### src/rtl/mmul_pkg.sv
package mmul_pkg;
  typedef enum logic {
    MODE_MONT  = 1'b0,
    MODE_PLAIN = 1'b1
  } mmul_mode_e;

  typedef enum logic [1:0] {
    PH_IDLE = 2'd0,
    PH_ITER = 2'd1,
    PH_FIX  = 2'd2
  } mmul_phase_e;
endpackage

### src/rtl/mmul_ctrl.sv
module mmul_ctrl
  import mmul_pkg::*;
#(
  parameter int WIDTH = 16
) (
  input  logic       clk,
  input  logic       rst_n,
  input  logic       start,
  input  mmul_mode_e mode_q,
  output logic       busy,
  output logic       done,
  output logic       load_en,
  output logic       step_en,
  output logic       fix_en
);
  localparam int CW = (WIDTH > 2) ? $clog2(WIDTH) : 1;
  localparam logic [CW-1:0] LAST = CW'(WIDTH - 1);

  mmul_phase_e phase;
  logic [CW-1:0] cnt;

  assign busy    = (phase != PH_IDLE);
  assign load_en = start && (phase == PH_IDLE);
  assign step_en = (phase == PH_ITER);
  assign fix_en  = (phase == PH_FIX);

  always_ff @(posedge clk or negedge rst_n) begin
    if (!rst_n) begin
      phase <= PH_IDLE;
      cnt   <= '0;
      done  <= 1'b0;
    end else begin
      done <= 1'b0;
      unique case (phase)
        PH_IDLE: begin
          if (start) begin
            phase <= PH_ITER;
            cnt   <= '0;
          end
        end
        PH_ITER: begin
          cnt <= cnt + CW'(1);
          if (cnt == LAST) begin
            if (mode_q == MODE_PLAIN) begin
              phase <= PH_IDLE;
              done  <= 1'b1;
            end else begin
              phase <= PH_FIX;
            end
          end
        end
        PH_FIX: begin
          phase <= PH_IDLE;
          done  <= 1'b1;
        end
        default: phase <= PH_IDLE;
      endcase
    end
  end


  done_pulse_chk: assert property (@(posedge clk) disable iff (!rst_n) done |=> !done);

  done_idle_chk: assert property (@(posedge clk) disable iff (!rst_n) done |-> !busy);

  busy_after_accept_chk: assert property (@(posedge clk) disable iff (!rst_n)
    (start && !busy) |=> busy);

  fix_follows_iter_chk: assert property (@(posedge clk) disable iff (!rst_n)
    fix_en |-> $past(step_en));
endmodule

### src/rtl/mmul_step.sv
module mmul_step
  import mmul_pkg::*;
#(
  parameter int WIDTH = 16
) (
  input  logic [WIDTH+1:0] acc,
  input  logic             a_bit,
  input  logic [WIDTH-1:0] b,
  input  logic [WIDTH-1:0] m,
  input  mmul_mode_e       mode,
  output logic [WIDTH+1:0] acc_nxt,
  output logic             lo_bit
);
  localparam int AW = WIDTH + 2;

  logic [AW-1:0] partial;
  logic [AW-1:0] reduced;
  logic          q;

  always_comb begin
    partial = acc + (a_bit ? {2'b00, b} : {AW{1'b0}});
    q       = (mode == MODE_MONT) && partial[0];
    reduced = partial + (q ? {2'b00, m} : {AW{1'b0}});
    acc_nxt = {1'b0, reduced[AW-1:1]};
    lo_bit  = reduced[0];
  end
endmodule

### src/rtl/mmul_regs.sv
module mmul_regs
  import mmul_pkg::*;
#(
  parameter int WIDTH = 16
) (
  input  logic             clk,
  input  logic             rst_n,
  input  logic             load_en,
  input  logic             step_en,
  input  logic             fix_en,
  input  mmul_mode_e       mode_in,
  input  logic [WIDTH-1:0] a_in,
  input  logic [WIDTH-1:0] b_in,
  input  logic [WIDTH-1:0] m_in,
  input  logic [WIDTH+1:0] acc_nxt,
  input  logic             lo_bit,
  input  logic             fix_take,
  input  logic [WIDTH-1:0] fix_val,
  output logic [WIDTH+1:0] acc_q,
  output logic [WIDTH-1:0] lo_q,
  output logic [WIDTH-1:0] a_q,
  output logic [WIDTH-1:0] b_q,
  output logic [WIDTH-1:0] m_q,
  output mmul_mode_e       mode_q
);
  always_ff @(posedge clk or negedge rst_n) begin
    if (!rst_n) begin
      acc_q  <= '0;
      lo_q   <= '0;
      a_q    <= '0;
      b_q    <= '0;
      m_q    <= '0;
      mode_q <= MODE_MONT;
    end else if (load_en) begin
      acc_q  <= '0;
      lo_q   <= '0;
      a_q    <= a_in;
      b_q    <= b_in;
      m_q    <= m_in;
      mode_q <= mode_in;
    end else if (step_en) begin
      acc_q <= acc_nxt;
      lo_q  <= {lo_bit, lo_q[WIDTH-1:1]};
      a_q   <= {1'b0, a_q[WIDTH-1:1]};
    end else if (fix_en && fix_take) begin
      acc_q <= {2'b00, fix_val};
    end
  end


  operands_hold_chk: assert property (@(posedge clk) disable iff (!rst_n)
    (step_en || fix_en) |=> ($stable(b_q) && $stable(m_q) && $stable(mode_q)));

  plain_bound_chk: assert property (@(posedge clk) disable iff (!rst_n)
    (mode_q == MODE_PLAIN) |-> (acc_q[WIDTH+1:WIDTH] == 2'b00));

  odd_mod_chk: assert property (@(posedge clk) disable iff (!rst_n)
    (load_en && mode_in == MODE_MONT) |-> m_in[0]);

  mont_lsb_zero_chk: assert property (@(posedge clk) disable iff (!rst_n)
    (step_en && mode_q == MODE_MONT) |-> !lo_bit);

  reduced_chk: assert property (@(posedge clk) disable iff (!rst_n)
    fix_en |=> (acc_q < {2'b00, m_q}));
endmodule

### src/rtl/mmul_fix.sv
module mmul_fix
  import mmul_pkg::*;
#(
  parameter int WIDTH = 16
) (
  input  logic [WIDTH+1:0] acc_q,
  input  logic [WIDTH-1:0] lo_q,
  input  logic [WIDTH-1:0] m_q,
  input  mmul_mode_e       mode_q,
  output logic             fix_take,
  output logic [WIDTH-1:0] fix_val,
  output logic [WIDTH-1:0] res_hi,
  output logic [WIDTH-1:0] res_lo
);
  logic [WIDTH+1:0] m_ext;
  logic [WIDTH+1:0] diff;

  always_comb begin
    m_ext    = {2'b00, m_q};
    diff     = acc_q - m_ext;
    fix_take = (acc_q >= m_ext);
    fix_val  = diff[WIDTH-1:0];
    if (mode_q == MODE_PLAIN) begin
      res_hi = acc_q[WIDTH-1:0];
      res_lo = lo_q;
    end else begin
      res_hi = '0;
      res_lo = acc_q[WIDTH-1:0];
    end
  end
endmodule

### src/rtl/dual_mont_mul.sv
module dual_mont_mul
  import mmul_pkg::*;
#(
  parameter int WIDTH = 16
) (
  input  logic             clk,
  input  logic             rst_n,
  input  logic             start,
  input  logic             mode,
  input  logic [WIDTH-1:0] op_a,
  input  logic [WIDTH-1:0] op_b,
  input  logic [WIDTH-1:0] modulus,
  output logic             busy,
  output logic             done,
  output logic [WIDTH-1:0] res_hi,
  output logic [WIDTH-1:0] res_lo
);
  logic             load_en, step_en, fix_en;
  logic [WIDTH+1:0] acc_q, acc_nxt;
  logic [WIDTH-1:0] lo_q, a_q, b_q, m_q, fix_val;
  logic             lo_bit, fix_take;
  mmul_mode_e       mode_q, mode_in;

  assign mode_in = mmul_mode_e'(mode);

  mmul_ctrl #(.WIDTH(WIDTH)) ctrl_i (
    .clk(clk), .rst_n(rst_n), .start(start), .mode_q(mode_q),
    .busy(busy), .done(done), .load_en(load_en), .step_en(step_en), .fix_en(fix_en)
  );

  mmul_step #(.WIDTH(WIDTH)) step_i (
    .acc(acc_q), .a_bit(a_q[0]), .b(b_q), .m(m_q), .mode(mode_q),
    .acc_nxt(acc_nxt), .lo_bit(lo_bit)
  );

  mmul_regs #(.WIDTH(WIDTH)) regs_i (
    .clk(clk), .rst_n(rst_n), .load_en(load_en), .step_en(step_en), .fix_en(fix_en),
    .mode_in(mode_in), .a_in(op_a), .b_in(op_b), .m_in(modulus),
    .acc_nxt(acc_nxt), .lo_bit(lo_bit), .fix_take(fix_take), .fix_val(fix_val),
    .acc_q(acc_q), .lo_q(lo_q), .a_q(a_q), .b_q(b_q), .m_q(m_q), .mode_q(mode_q)
  );

  mmul_fix #(.WIDTH(WIDTH)) fix_i (
    .acc_q(acc_q), .lo_q(lo_q), .m_q(m_q), .mode_q(mode_q),
    .fix_take(fix_take), .fix_val(fix_val), .res_hi(res_hi), .res_lo(res_lo)
  );


  idle_hold_chk: assert property (@(posedge clk) disable iff (!rst_n)
    (!busy && !start && !$past(busy)) |=> ($stable(res_hi) && $stable(res_lo)));
endmodule

### config.mk
export PLATFORM = sky130hd
export DESIGN_NAME = dual_mont_mul
export DESIGN_NICKNAME = d
export VERILOG_FILES = /design/src/rtl/mmul_pkg.sv /design/src/rtl/mmul_ctrl.sv /design/src/rtl/mmul_step.sv /design/src/rtl/mmul_regs.sv /design/src/rtl/mmul_fix.sv /design/src/rtl/dual_mont_mul.sv
export SDC_FILE = /design/constraint.sdc
export NUM_CORES = 1
export LEC_CHECK = 0
export BUFFER_PORTS_ARGS = -buffer_cell sky130_fd_sc_hd__buf_2
export CAP_MARGIN = 30
export CORE_ASPECT_RATIO = 0.8
export CORE_MARGIN = 1.5
export CORE_UTILIZATION = 50
export CTS_CLUSTER_SIZE = 10
export DETAILED_ROUTE_END_ITERATION = 10
export MAX_ROUTING_LAYER = met4
export PLACE_DENSITY = 0.73
export RECOVER_POWER = 100
export REMOVE_ABC_BUFFERS = 1
export SLEW_MARGIN = 5
export SYNTH_ARGS = -nofsm -noshare
export SYNTH_HDL_FRONTEND = slang
export SYNTH_SLANG_ARGS = --single-unit
### constraint.sdc
create_clock -name clk -period 3.82 [get_ports clk]
set_input_delay 0.191 -clock clk [delete_from_list [all_inputs] [get_ports clk]]
set_output_delay 0.191 -clock clk [all_outputs]
set_load 0.05 [all_outputs]
== Word-level counts from Yosys, hierarchy flattened ==
Index checks and enable logic that the tools add are counted.
Word-level totals
  flip-flop bits (word level): 90
  bits of input ports: 52
  output and inout bits: 34
  word-level logic and storage cells: 50
Cells by class
  $add $sub $neg: 4
  $lt $le $gt $ge: 1
  equal/unequal tests: 5
  mux-type cells: 20
  bitwise logic cells: 1
  reductions and logical operators: 10
Operators with widths (number)
  16-bit 2-to-1 mux: 8
  18-bit 2-to-1 mux: 3
  18-bit by 16-bit adder with 18-bit output: 1
  18-bit adder: 1
  18-bit by 16-bit greater-or-equal comparator with 1-bit output: 1
  16-bit subtractor: 1
  4-bit one-hot mux with 2 select lines: 1
  2-bit 2-to-1 mux: 3
  2-bit nonzero test: 3
  4-bit by 1-bit adder with 4-bit output (second input constant): 1
  4-bit equality test (second input constant): 1
  4-bit 2-to-1 mux: 1
  2-bit inequality test (second input constant): 2
  2-bit one-hot mux with 2 select lines: 1
  2-bit AND reduction: 2
  1-bit logical AND: 3
  3-bit nonzero test: 1
  2-bit by 1-bit equality test with 1-bit output (second input constant): 1
  2-bit equality test (second input constant): 1
  2-bit logical NOT: 1
  1-bit 2-to-1 mux: 2
  1-bit one-hot mux with 2 select lines: 1
  1-bit NOT: 1

== Logic depth before layout (Yosys ltp) ==
Gate-level depths: netlist of run 1.
  depth in word-level cells: 7
  depth in mapped cells: 19
  gate-level depth less buffers: 18

== Cells and area by module ==
Synthesis of run 1 repeated with hierarchy kept, for this count alone.
Second synthesis, totals
  cells, all modules: 715
  area, all modules: 6840.3 um^2
By module, submodules not included
  mmul_regs: times used 1, cells each 267, area each 3485.8 um^2, sequential area each 2077.0 um^2
  mmul_step: times used 1, cells each 240, area each 1762.9 um^2, sequential area each 0.0 um^2
  mmul_fix: times used 1, cells each 165, area each 1172.4 um^2, sequential area each 0.0 um^2
  mmul_ctrl: times used 1, cells each 43, area each 419.2 um^2, sequential area each 175.2 um^2

== Least setup slack after synthesis of run 1 ==
Ideal clock, no wire load.
  path kind: register to register
  start: register regs_i.a_q[0]
  end: register regs_i.acc_q[15]
  library setup time: 0.094 ns
  data arrival time: 4.035 ns
  data required time: 3.726 ns
  path slack: -0.309 ns
  stages on the path, launching flop included: 20
  path buffers: 1
  period minus slack after synthesis: 4.129 ns
  path through: dfrtp_1 > clkbuf_1 > and2_1 > ha_1 > inv_1 > fa_1 > nor2b_4 > o31a_1 > o41a_1 > a211oi_2 > o21ai_1 > a21o_1 > a21oi_1 > xnor2_1 > ha_1 > or2_2 > a21oi_1 > a211oi_1 > xnor2_1 > a221oi_2
On the way
  longest elaborated chain between the ends: 7
Ends and longest elaborated chain
  start, declared: RTL line mmul_regs.sv:21  | output logic [WIDTH-1:0] a_q,
  start signal, assigned: RTL line mmul_regs.sv:37  | a_q <= a_in;
  start signal, assigned: RTL line mmul_regs.sv:44  | a_q <= {1'b0, a_q[WIDTH-1:1]};
  16-bit 2-to-1 mux (*): RTL line mmul_step.sv:21  | partial = acc + (a_bit ? {2'b00, b} : {AW{1'b0}});
  18-bit by 16-bit adder with 18-bit output (*): RTL line mmul_step.sv:21
  1-bit logical AND: RTL line mmul_step.sv:22  | q = (mode == MODE_MONT) && partial[0];
  16-bit 2-to-1 mux: RTL line mmul_step.sv:23  | reduced = partial + (q ? {2'b00, m} : {AW{1'b0}});
  18-bit adder (*): RTL line mmul_step.sv:23
  18-bit 2-to-1 mux (*): RTL line mmul_regs.sv:41  | end else if (step_en) begin
  18-bit 2-to-1 mux (*): RTL line mmul_regs.sv:34  | end else if (load_en) begin
  end signal, assigned: RTL line mmul_regs.sv:42  | acc_q <= acc_nxt;
  end signal, assigned: RTL line mmul_regs.sv:46  | acc_q <= {2'b00, fix_val};
  end, declared: RTL line mmul_regs.sv:19  | output logic [WIDTH+1:0] acc_q,
Every way passes the cells marked *; elsewhere a longest branch is shown, timed or not.
A chain may end at the register's enable or synchronous reset.

== Worst setup path in the final report of run 1 ==
  start: register regs_i.a_q[0]
  end: register regs_i.acc_q[16]
Same word-level chain as after synthesis.

==> results of run 1 <==
-- metal layers --
layer	part of all wire	up-vias	global-route usage
li1	-	2910	-
met5	0	-	-
met4	0.011	0	0.0524
met2	0.41	206	0.364
met3	0.080	20	0.0722
met1	0.50	2686	0.371
-- stage by stage --
stage | TNS (ps) | power (mW)
2_1_floorplan | -537 | 5.49
3_3_place_gp | -74.3 | 6.83
3_5_place_dp | -220 | 6.91
4_1_cts | -45.5 | 7.92
5_1_grt | -1790 | 8.93
6_report | -237 | 8.25
-- cell families (layout without fill, tap and decap cells) --
| group | after synthesis | count (layout) |
|---|---|---|
| AND/OR/NAND/NOR | 273 | 273 |
| AO/OA/AOI/OAI | 197 | 197 |
| flip-flops | 89 | 89 |
| buffers and inverters | 62 | 183 |
| adder cells (fa/ha/maj) | 55 | 55 |
| multiplexers | 54 | 54 |
| XOR/XNOR | 33 | 33 |
-- power groups by stage --
stage,sequential (mW),clock [mW],combinational [mW]
4_1_cts,1.65,0.961,5.31
3_5_place_dp,1.66,0,5.25
6_report,1.68,0.946,5.62
3_3_place_gp,1.65,0,5.17
2_1_floorplan,1.58,0,3.91
5_1_grt,1.73,0.997,6.20
-- cells in the final DEF (no fill, tap or decap), types with 5 or more instances in the layout --
master | synthesis | layout
nor3_1 | 7 | 5
o21a_1 | 13 | 13
a21oi_1 | 42 | 38
inv_1 | 29 | 29
buf_2 | 2 | 59
ha_4 | 0 | 7
xnor2_1 | 20 | 18
nor2b_1 | 7 | 7
mux2_2 | 14 | 12
nor2_1 | 56 | 54
o21ai_1 | 8 | 7
a211oi_1 | 26 | 23
and2_4 | 0 | 5
and2_0 | 0 | 5
a211oi_2 | 3 | 6
buf_4 | 1 | 42
and2_1 | 48 | 38
o21ai_0 | 57 | 54
mux2i_1 | 39 | 39
nand2_1 | 120 | 118
ha_1 | 52 | 43
dfrtp_1 | 89 | 89
a21o_1 | 14 | 14
clkbuf_16 | 0 | 9
o21ai_2 | 1 | 5
xor2_1 | 13 | 12
clkbuf_1 | 23 | 32
nand3_1 | 10 | 9
-- layout make-up --
class | count | area [sq um]
fill | 1174 | 4850
multi-input combinational | 612 | 4350
sequential | 89 | 2230
timing repair buffer | 138 | 803
clock buffer | 10 | 229
tap | 175 | 219
inverter | 30 | 113
clock inverter | 5 | 81.3
-- final timing paths --
kind | startpoint | end | slack, ps | depth (start not counted)
worst max-delay path | regs_i.a_q[0] | regs_i.acc_q[16] | -90 | 18
worst min-delay path | op_b[13] | regs_i.b_q[13] | 30 | 3
worst max register to register | regs_i.a_q[0] | regs_i.acc_q[16] | -90 | 18
worst min register to register | regs_i.b_q[13] | regs_i.b_q[13] | 470 | 2
max in group asynchronous | rst_n | regs_i.acc_q[9] | 910 | 4
min in group asynchronous | rst_n | regs_i.m_q[2] | 250 | 2
-- sequential cells by signal, indices dropped and copies added (netlist names) --
register / cells
regs_i.lo_q: 16
ctrl_i.phase: 2
regs_i.mode_q: 1
regs_i.acc_q: 17
ctrl_i.cnt: 4
regs_i.a_q: 16
regs_i.m_q: 16
regs_i.b_q: 16
ctrl_i.done: 1
-- Yosys cell counts (2+ instances only) --
master      n  area share
o21a_1     13       0.015
ha_1       52       0.099
mux2_2     14       0.024
mux2i_1    39       0.059
nor3_1      7      0.0053
o21ai_0    57       0.043
a21o_1     14       0.016
o21ai_1     8      0.0061
nor2b_1     7      0.0066
nand2_1   120       0.068
a21oi_1    42       0.032
clkbuf_1   23       0.013
a211oi_2    3      0.0057
o31a_1      4      0.0053
xor2_1     13       0.017
and2_1     48       0.045
a211oi_1   26       0.030
buf_1       3      0.0017
nand2b_1    4      0.0038
nor4_1      3      0.0028
inv_1      29       0.016
buf_2       2      0.0015
buf_6       3      0.0051
nor2_1     56       0.032
o211a_1     2      0.0030
dfrtp_1    89        0.34
and3_1      2      0.0019
nand4_1     3      0.0028
fa_1        3      0.0091
o211ai_1    4      0.0045
nand3_1    10      0.0076
o21bai_1    2      0.0023
xnor2_1    20       0.027
-- critical path, delay by kind of cell, from the launching register on --
| family | cells | cell delay (ps) |
|---|---|---|
| DFF | 1 | 420 |
| buffers and inverters | 2 | 210 |
| adders and majority gates | 3 | 750 |
| AOI/OAI and AO/OA | 5 | 1280 |
| muxes | 1 | 230 |
| and+or+nand+nor | 6 | 750 |
| xor gates and xnor gates | 1 | 140 |
-- what timing repair did --
action,CTS,global route
gates cloned,0,0
pin swaps,2,25
setup endpoints to repair,4,8
resized for setup,6,43
setup buffers,0,5
endpoints found under the hold margin,17,0
hold buffers,1,0
==> metrics.md, run 1 <==
| Metric | Value |
|---|---|
| Post-Layout Cell Count | 1059 |
| Fin. Hold Viols | 0 |
| Port buffer count | 85 |
| Worst vdd ir | 0.645 mV |
| DR iter-0 viols | 417 |
| Fin worst setup slack | -87.6 ps |
| Switching Share | 0.485 |
| Post-synthesis compound-gate area fraction | 0.193 |
| Initial antenna violation count | 0 |
| Clock tree sinks | 89 |
| CTS tree | done |
| Failing checks | capacitance limit, slew limit, setup timing |
| Post-Synth Adder-Cell Area | 0.108 |
| Die area | 13900 sq um |
| Synth warn | 0 |
| Grt total ovfl | 0 |
| Kind of end point of the critical path | register |
| Setup slack at placement | -112 ps |
| P_leak | 3.83 nW |
| Area Overhead vs Synth | 21.5% |
| Clk Tree Root Cell | clkbuf_16 |
| Post-Synth XOR/XNOR Area | 0.0438 |
| Worst hold margin | 32.9 ps |
| Clk_lat worst skew | between 300 and 400 ps |
| Startpoint types | register |
| Tmin final | 3910 ps |
| Final setup violation count | 3 |
| Comb power frac | 0.682 |
| CP Class | reg -> reg |
| Post-route core utilization | 0.623 |
| Drt first pass iters | 5 |
| Hold Crit Class | in -> reg |
| RD Place Congestion | 0.957 |
| First-pass GRT wire length | 27.7 mm |
| Die Width | around 130 um |
| Worst Path Max Fanout | 4 |
| Die height | 106 um |
| Placed Cells | 1037 |
| Vias/cell | 5.50 |
| Clock power share | 0.115 |
| Vias in the first global route | 5531 |
| Synth unique cells | between 70 and 80 |
| Switching pwr | 4.00 mW |
| Largest net degree at the start of global routing | 104 |
| Total CTS buffers | 9 |
| Std cell rows | 37 |
| ANT nets after route | 0 |
| Post-synthesis simple-gate area fraction | 0.194 |
| Gate Count Post-Synth | 763 |
| Top FF cell, synth | dfrtp_1 |
| Setup Skew | 6.49 ps |
| WP data arrival | 4140 ps |
| Register share of total power | 0.204 |
| Htree depth | 3 |
| Worst-Margin Slew | 1660 ps |
| Post-synthesis mux area share | 0.0847 |
| Internal power | 4.25 mW |
| Synth Cell Area | 6600 sq um |
| Fmax | 256 MHz |
| GRT Overall Usage | 0.259 |
| Max_cap viols | 2 |
| Max Slew Vio Count | ~100 |
| Slew HR | -0.105 |
| RSZ-0062 raised after global routing | true |
| I/O pin count | 86 |
| Post-synth EDFFs | 0 |
| DRC violations left | 0 |
| Synth Area per Inst | 8.66 sq um |
| Placed inst area | 7470 sq um |
| Detailed-route wire length | roughly 17 mm |
| PwrDens | 1030 nW/um^2 |
| Diode count | 0 |
| CP Cell Sequence | and2_4, ha_4, inv_1, fa_2, nor2b_4, o31a_1, o41a_1, a211oi_2, o21ai_1, buf_4, xor2_2, ha_1, nand3_2, a211oi_2, nor3_4, nor4_4, mux2i_1, nand2_1 |
| Sequential area share after synthesis | 0.337 |
| Register clock-pin slew on the reported worst setup and hold paths | roughly 60 ps |
| Via count | 5822 |
| Async set or reset register ratio after synthesis | 1.00 |
| Post-DR wirelength/cell | between 15 and 20 um |
| Post-route design area | 8020 sq um |
| CP max-delay cell | dfrtp_1 |
| Status | finished, violations left |
| Dpl hpwl | 12.2 mm |
| Seq cells post-synth | 89 |
| Clock Path Buffers | 2 |
| Main combinational cell family by area after synthesis | simple AND/OR/NAND/NOR gates |
| Core region area | 12900 sq um |
| # nets final | 987 |
| Share of post-route cells with drive strength above 1 | 0.213 |
| CP max stage delay | 420 ps |
| Initial Utilization | 0.513 |
| Fin crit share | 1.02 |
| Most used cell, CP | a211oi_2 |
| Worst EP required | 4050 ps |
(Power assumes the default switching activity.)
==> run 2: changes to the inputs <==
- SYNTH_HIERARCHICAL: default -> 1
==> run 2 against run 1 <==
Compared with the run above: the flow still finishes with violations (capacitance limit, slew limit, setup timing); via count is 0.70% lower; synthesized cell count is 6.3% lower; hold slack gained 8.0 ps; register-to-register slack improved by 30 ps; final cell count fell by 5.3%; utilization fell by 2.6 points; critical path depth increased by 2; sequential share of layout area up 0.26 points; wire length increased by 3.4%; flip-flop and latch count grew 1; design area increased by 0.20%; critical endpoint is now regs_i/acc_q[14].
==> metrics.md, run 2 <==
| Metric | Value |
|---|---|
| Main combinational cell family by area after synthesis | compound AO/OA/AOI/OAI gates |
| CTS tree | done |
| R2R Path Start | regs_i/a_q[0] |
| Hold Startpoint | op_a[7] |
| Die height | roughly 110 um |
| Share of post-route cells with drive strength above 1 | 0.242 |
| Via count | between 5000 and 6000 |
| Clk Tree Root Cell | clkbuf_16 |
| Setup Skew | 11.5 ps |
| DR iter-0 viols | 469 |
| RSZ-0062 raised after global routing | true |
| CP max-delay cell | dfrtp_1 |
| Synth unique cells | 69 |
| Post-synthesis simple-gate area fraction | 0.151 |
| Clk_lat worst skew | approximately 350 ps |
| Fin worst setup slack | -61.6 ps |
| Commonest non-fill, non-tap cell in the layout | dfrtp_1 |
| Largest net degree at the start of global routing | between 50 and 60 |
| DRC violations left | 0 |
| Vias/cell | slightly below 6 |
| Initial antenna violation count | 0 |
| Synth top area share | 0.329 |
| WP data arrival | 4120 ps |
| Tmin final | 3880 ps |
| Most used cell, CP | buf_4 |
| Fin. Hold Viols | 0 |
| I/O pin count | 86 |
| Max_cap viols | 2 |
| Synth Area per Inst | 9.57 sq um |
| CP delay by family, top | compound AO/OA/AOI/OAI gates |
| Status | finished, violations left |
| Grt total ovfl | 0 |
| Port buffer count | 85 |
| Area leader, netlist | dfrtp_1 |
| Detailed-route wire length | 17.6 mm |
| Placed Cells | 977 |
| Max Slew Vio Count | 93 |
| Synth warn | 6 |
| Post-synthesis mux area share | 0.149 |
| Top FF cell, synth | dfrtp_1 |
| Biggest register | regs_i/acc_q |
| # nets final | 925 |
| Register clock-pin slew on the reported worst setup and hold paths | 60 ps |
| Drt first pass iters | 5 |
| Startpoint types | register |
| Clock tree sinks | 90 |
| Total CTS buffers | 9 |
| Std cell rows | 38 |
| Core region area | 13500 sq um |
| Fin crit share | 1.02 |
| Kind of end point of the critical path | register |
| CP Class | reg -> reg |
| First-pass GRT wire length | approximately 28 mm |
| Post-DR wirelength/cell | 17.6 um |
| Fmax | 258 MHz |
| Die area | 14400 sq um |
| RD Place Congestion | 0.967 |
| Worst Path Max Fanout | 8 |
| Leading cell types in the layout, fill and taps excluded | 90 x dfrtp_1, 58 x buf_2, 54 x nand2_1 |
| Post-Synth Adder-Cell Area | 0.104 |
| Hold Path Depth | 3 |
| Worst EP required | 4060 ps |
| Hold Crit Class | in -> reg |
| Area Overhead vs Synth | 17.5% |
| Synth Cell Area | between 6000 and 7000 sq um |
| Worst-Margin Slew | 2940 ps |
| Worst hold endpoint | regs_i/a_q[7] |
| Synth cell count leaders | 90 x dfrtp_1, 55 x nand2_1, 52 x and2_1, 52 x ha_1, 49 x mux2i_1 |
| Diode count | 0 |
| Htree depth | 3 |
| Vias in the first global route | roughly 5700 |
| Register-to-register setup slack | -60 ps |
| Initial Utilization | 0.508 |
| Sequential area share after synthesis | 0.329 |
| Clock Path Buffers | 2 |
| CP Buf/Inv Count | 4 |
| Gate Count Post-Synth | 715 |
| Final setup violation count | 3 |
| Max FFs per register | 18 |
| Reg2Reg Depth | 20 |
| Die Width | 134 um |
| GRT Overall Usage | 0.259 |
| Post-synthesis compound-gate area fraction | 0.170 |
| ANT nets after route | 0 |
| Post-synth EDFFs | 0 |
| Post-Layout Cell Count | 1003 |
| CP Cell Sequence | buf_6, and2_4, ha_4, a21o_1, a21oi_2, buf_4, a21oi_4, nor3_4, xnor2_1, ha_1, buf_4, nand4_1, nor4_2, nor2_2, o21ai_2, buf_4, nand2_1, a31oi_1, mux2i_1, o31ai_1 |
| Async set or reset register ratio after synthesis | 1.00 |
| Area contributors post-synth | dfrtp_1 33%, ha_1 9.5%, mux2_2 7.7%, mux2i_1 7.2%, and2_1 4.8% |
| Worst r2r dst | regs_i/acc_q[14] |
| Seq cells post-synth | 90 |
| Dpl hpwl | 12.6 mm |
| Post-Synth XOR/XNOR Area | 0.0474 |
| Slew HR | -0.962 |
| Top-count cell post-synth | dfrtp_1 |
| Filler Cells Inserted | approximately 1100 |
| CP max stage delay | a little over 400 ps |
| Failing checks | capacitance limit, slew limit, setup timing |
==> run 2: changes by cell type after synthesis, sizes merged, moves of 10 or more <==
cell    previous run  this run
nand2            120        55
mux2              15        47
o21ai             66        39
a211oi            29         5
nor2              57        33
o31ai              1        18
buf                9        20
mux2i             39        49
==> run 2: cells by family (layout without fill, tap and decap cells) <==
| logic type | Yosys count | count (layout) |
|---|---|---|
| AO/OA/AOI/OAI | 170 | 170 |
| XOR/XNOR | 37 | 37 |
| adder cells (fa/ha/maj) | 55 | 55 |
| buffers and inverters | 66 | 174 |
| flip-flops | 90 | 90 |
| multiplexers | 96 | 96 |
| other | 1 | 1 |
| AND/OR/NAND/NOR | 200 | 200 |
==> run 2: layer usage <==
layer,vias to the layer above,global-route usage,routed length (um)
li1,2764,-,-
met1,2774,0.344,8180
met2,214,0.404,8070
met3,29,0.0485,1080
met4,0,0.0815,310
met5,-,-,0
==> run 2: how the worst max path moves through the flow <==
stage,from,end,depth (start not counted)
detailed placement,regs_i/a_q[0],regs_i/acc_q[13],18
finish,regs_i/a_q[0],regs_i/acc_q[14],20
global placement,regs_i/b_q[0],regs_i/acc_q[13],18
global route,regs_i/a_q[0],regs_i/acc_q[13],18
floorplan,regs_i/a_q[0],regs_i/acc_q[13],19
CTS,regs_i/a_q[0],regs_i/acc_q[13],18
==> run 2: timing repair <==
action	in CTS	in global routing
pin swaps	20	32
cloned	0	0
setup endpoints to repair	8	8
hold endpoints to repair	53	0
hold buffers	1	0
resized for setup	17	19
buffers inserted	5	4
==> run 2: worst min-delay path, stage by stage <==
cell and delay (ps):
buf_2 70, nand2_1 40, o21ai_0 60
==> run 2: layout make-up <==
cell class	instances	area, sq um	share of cell area
Sequential cell	90	2250	0.280
Clock inverter	6	87.6	0.0109
Inverter	32	120	0.0149
Clock buffer	10	239	0.0297
Multi-Input combinational cell	559	4410	0.548
Timing Repair Buffer	126	706	0.0878
Tap cell	180	225	0.0280
==> run 2: per-stage QoR <==
step / setup TNS, ps / setup WS, ps / hold slack [ps] / area (sq um) / util
floorplan: -156 / -88.9 / -105 / 6630 / -
global placement: -50.8 / -29.5 / 272 / 7530 / 0.560
detailed placement: -557 / -145 / 286 / 7530 / 0.560
CTS: 0 / 1.05 / 30.9 / 7970 / 0.592
global route: -3660 / -198 / 42.4 / 8040 / 0.597
finish: -154 / -61.6 / 40.9 / 8040 / 0.597
Power of run 2 is left out: the tool's default activity adds up to more than one toggle a clock period on the data nets, which glitch-free logic cannot reach.
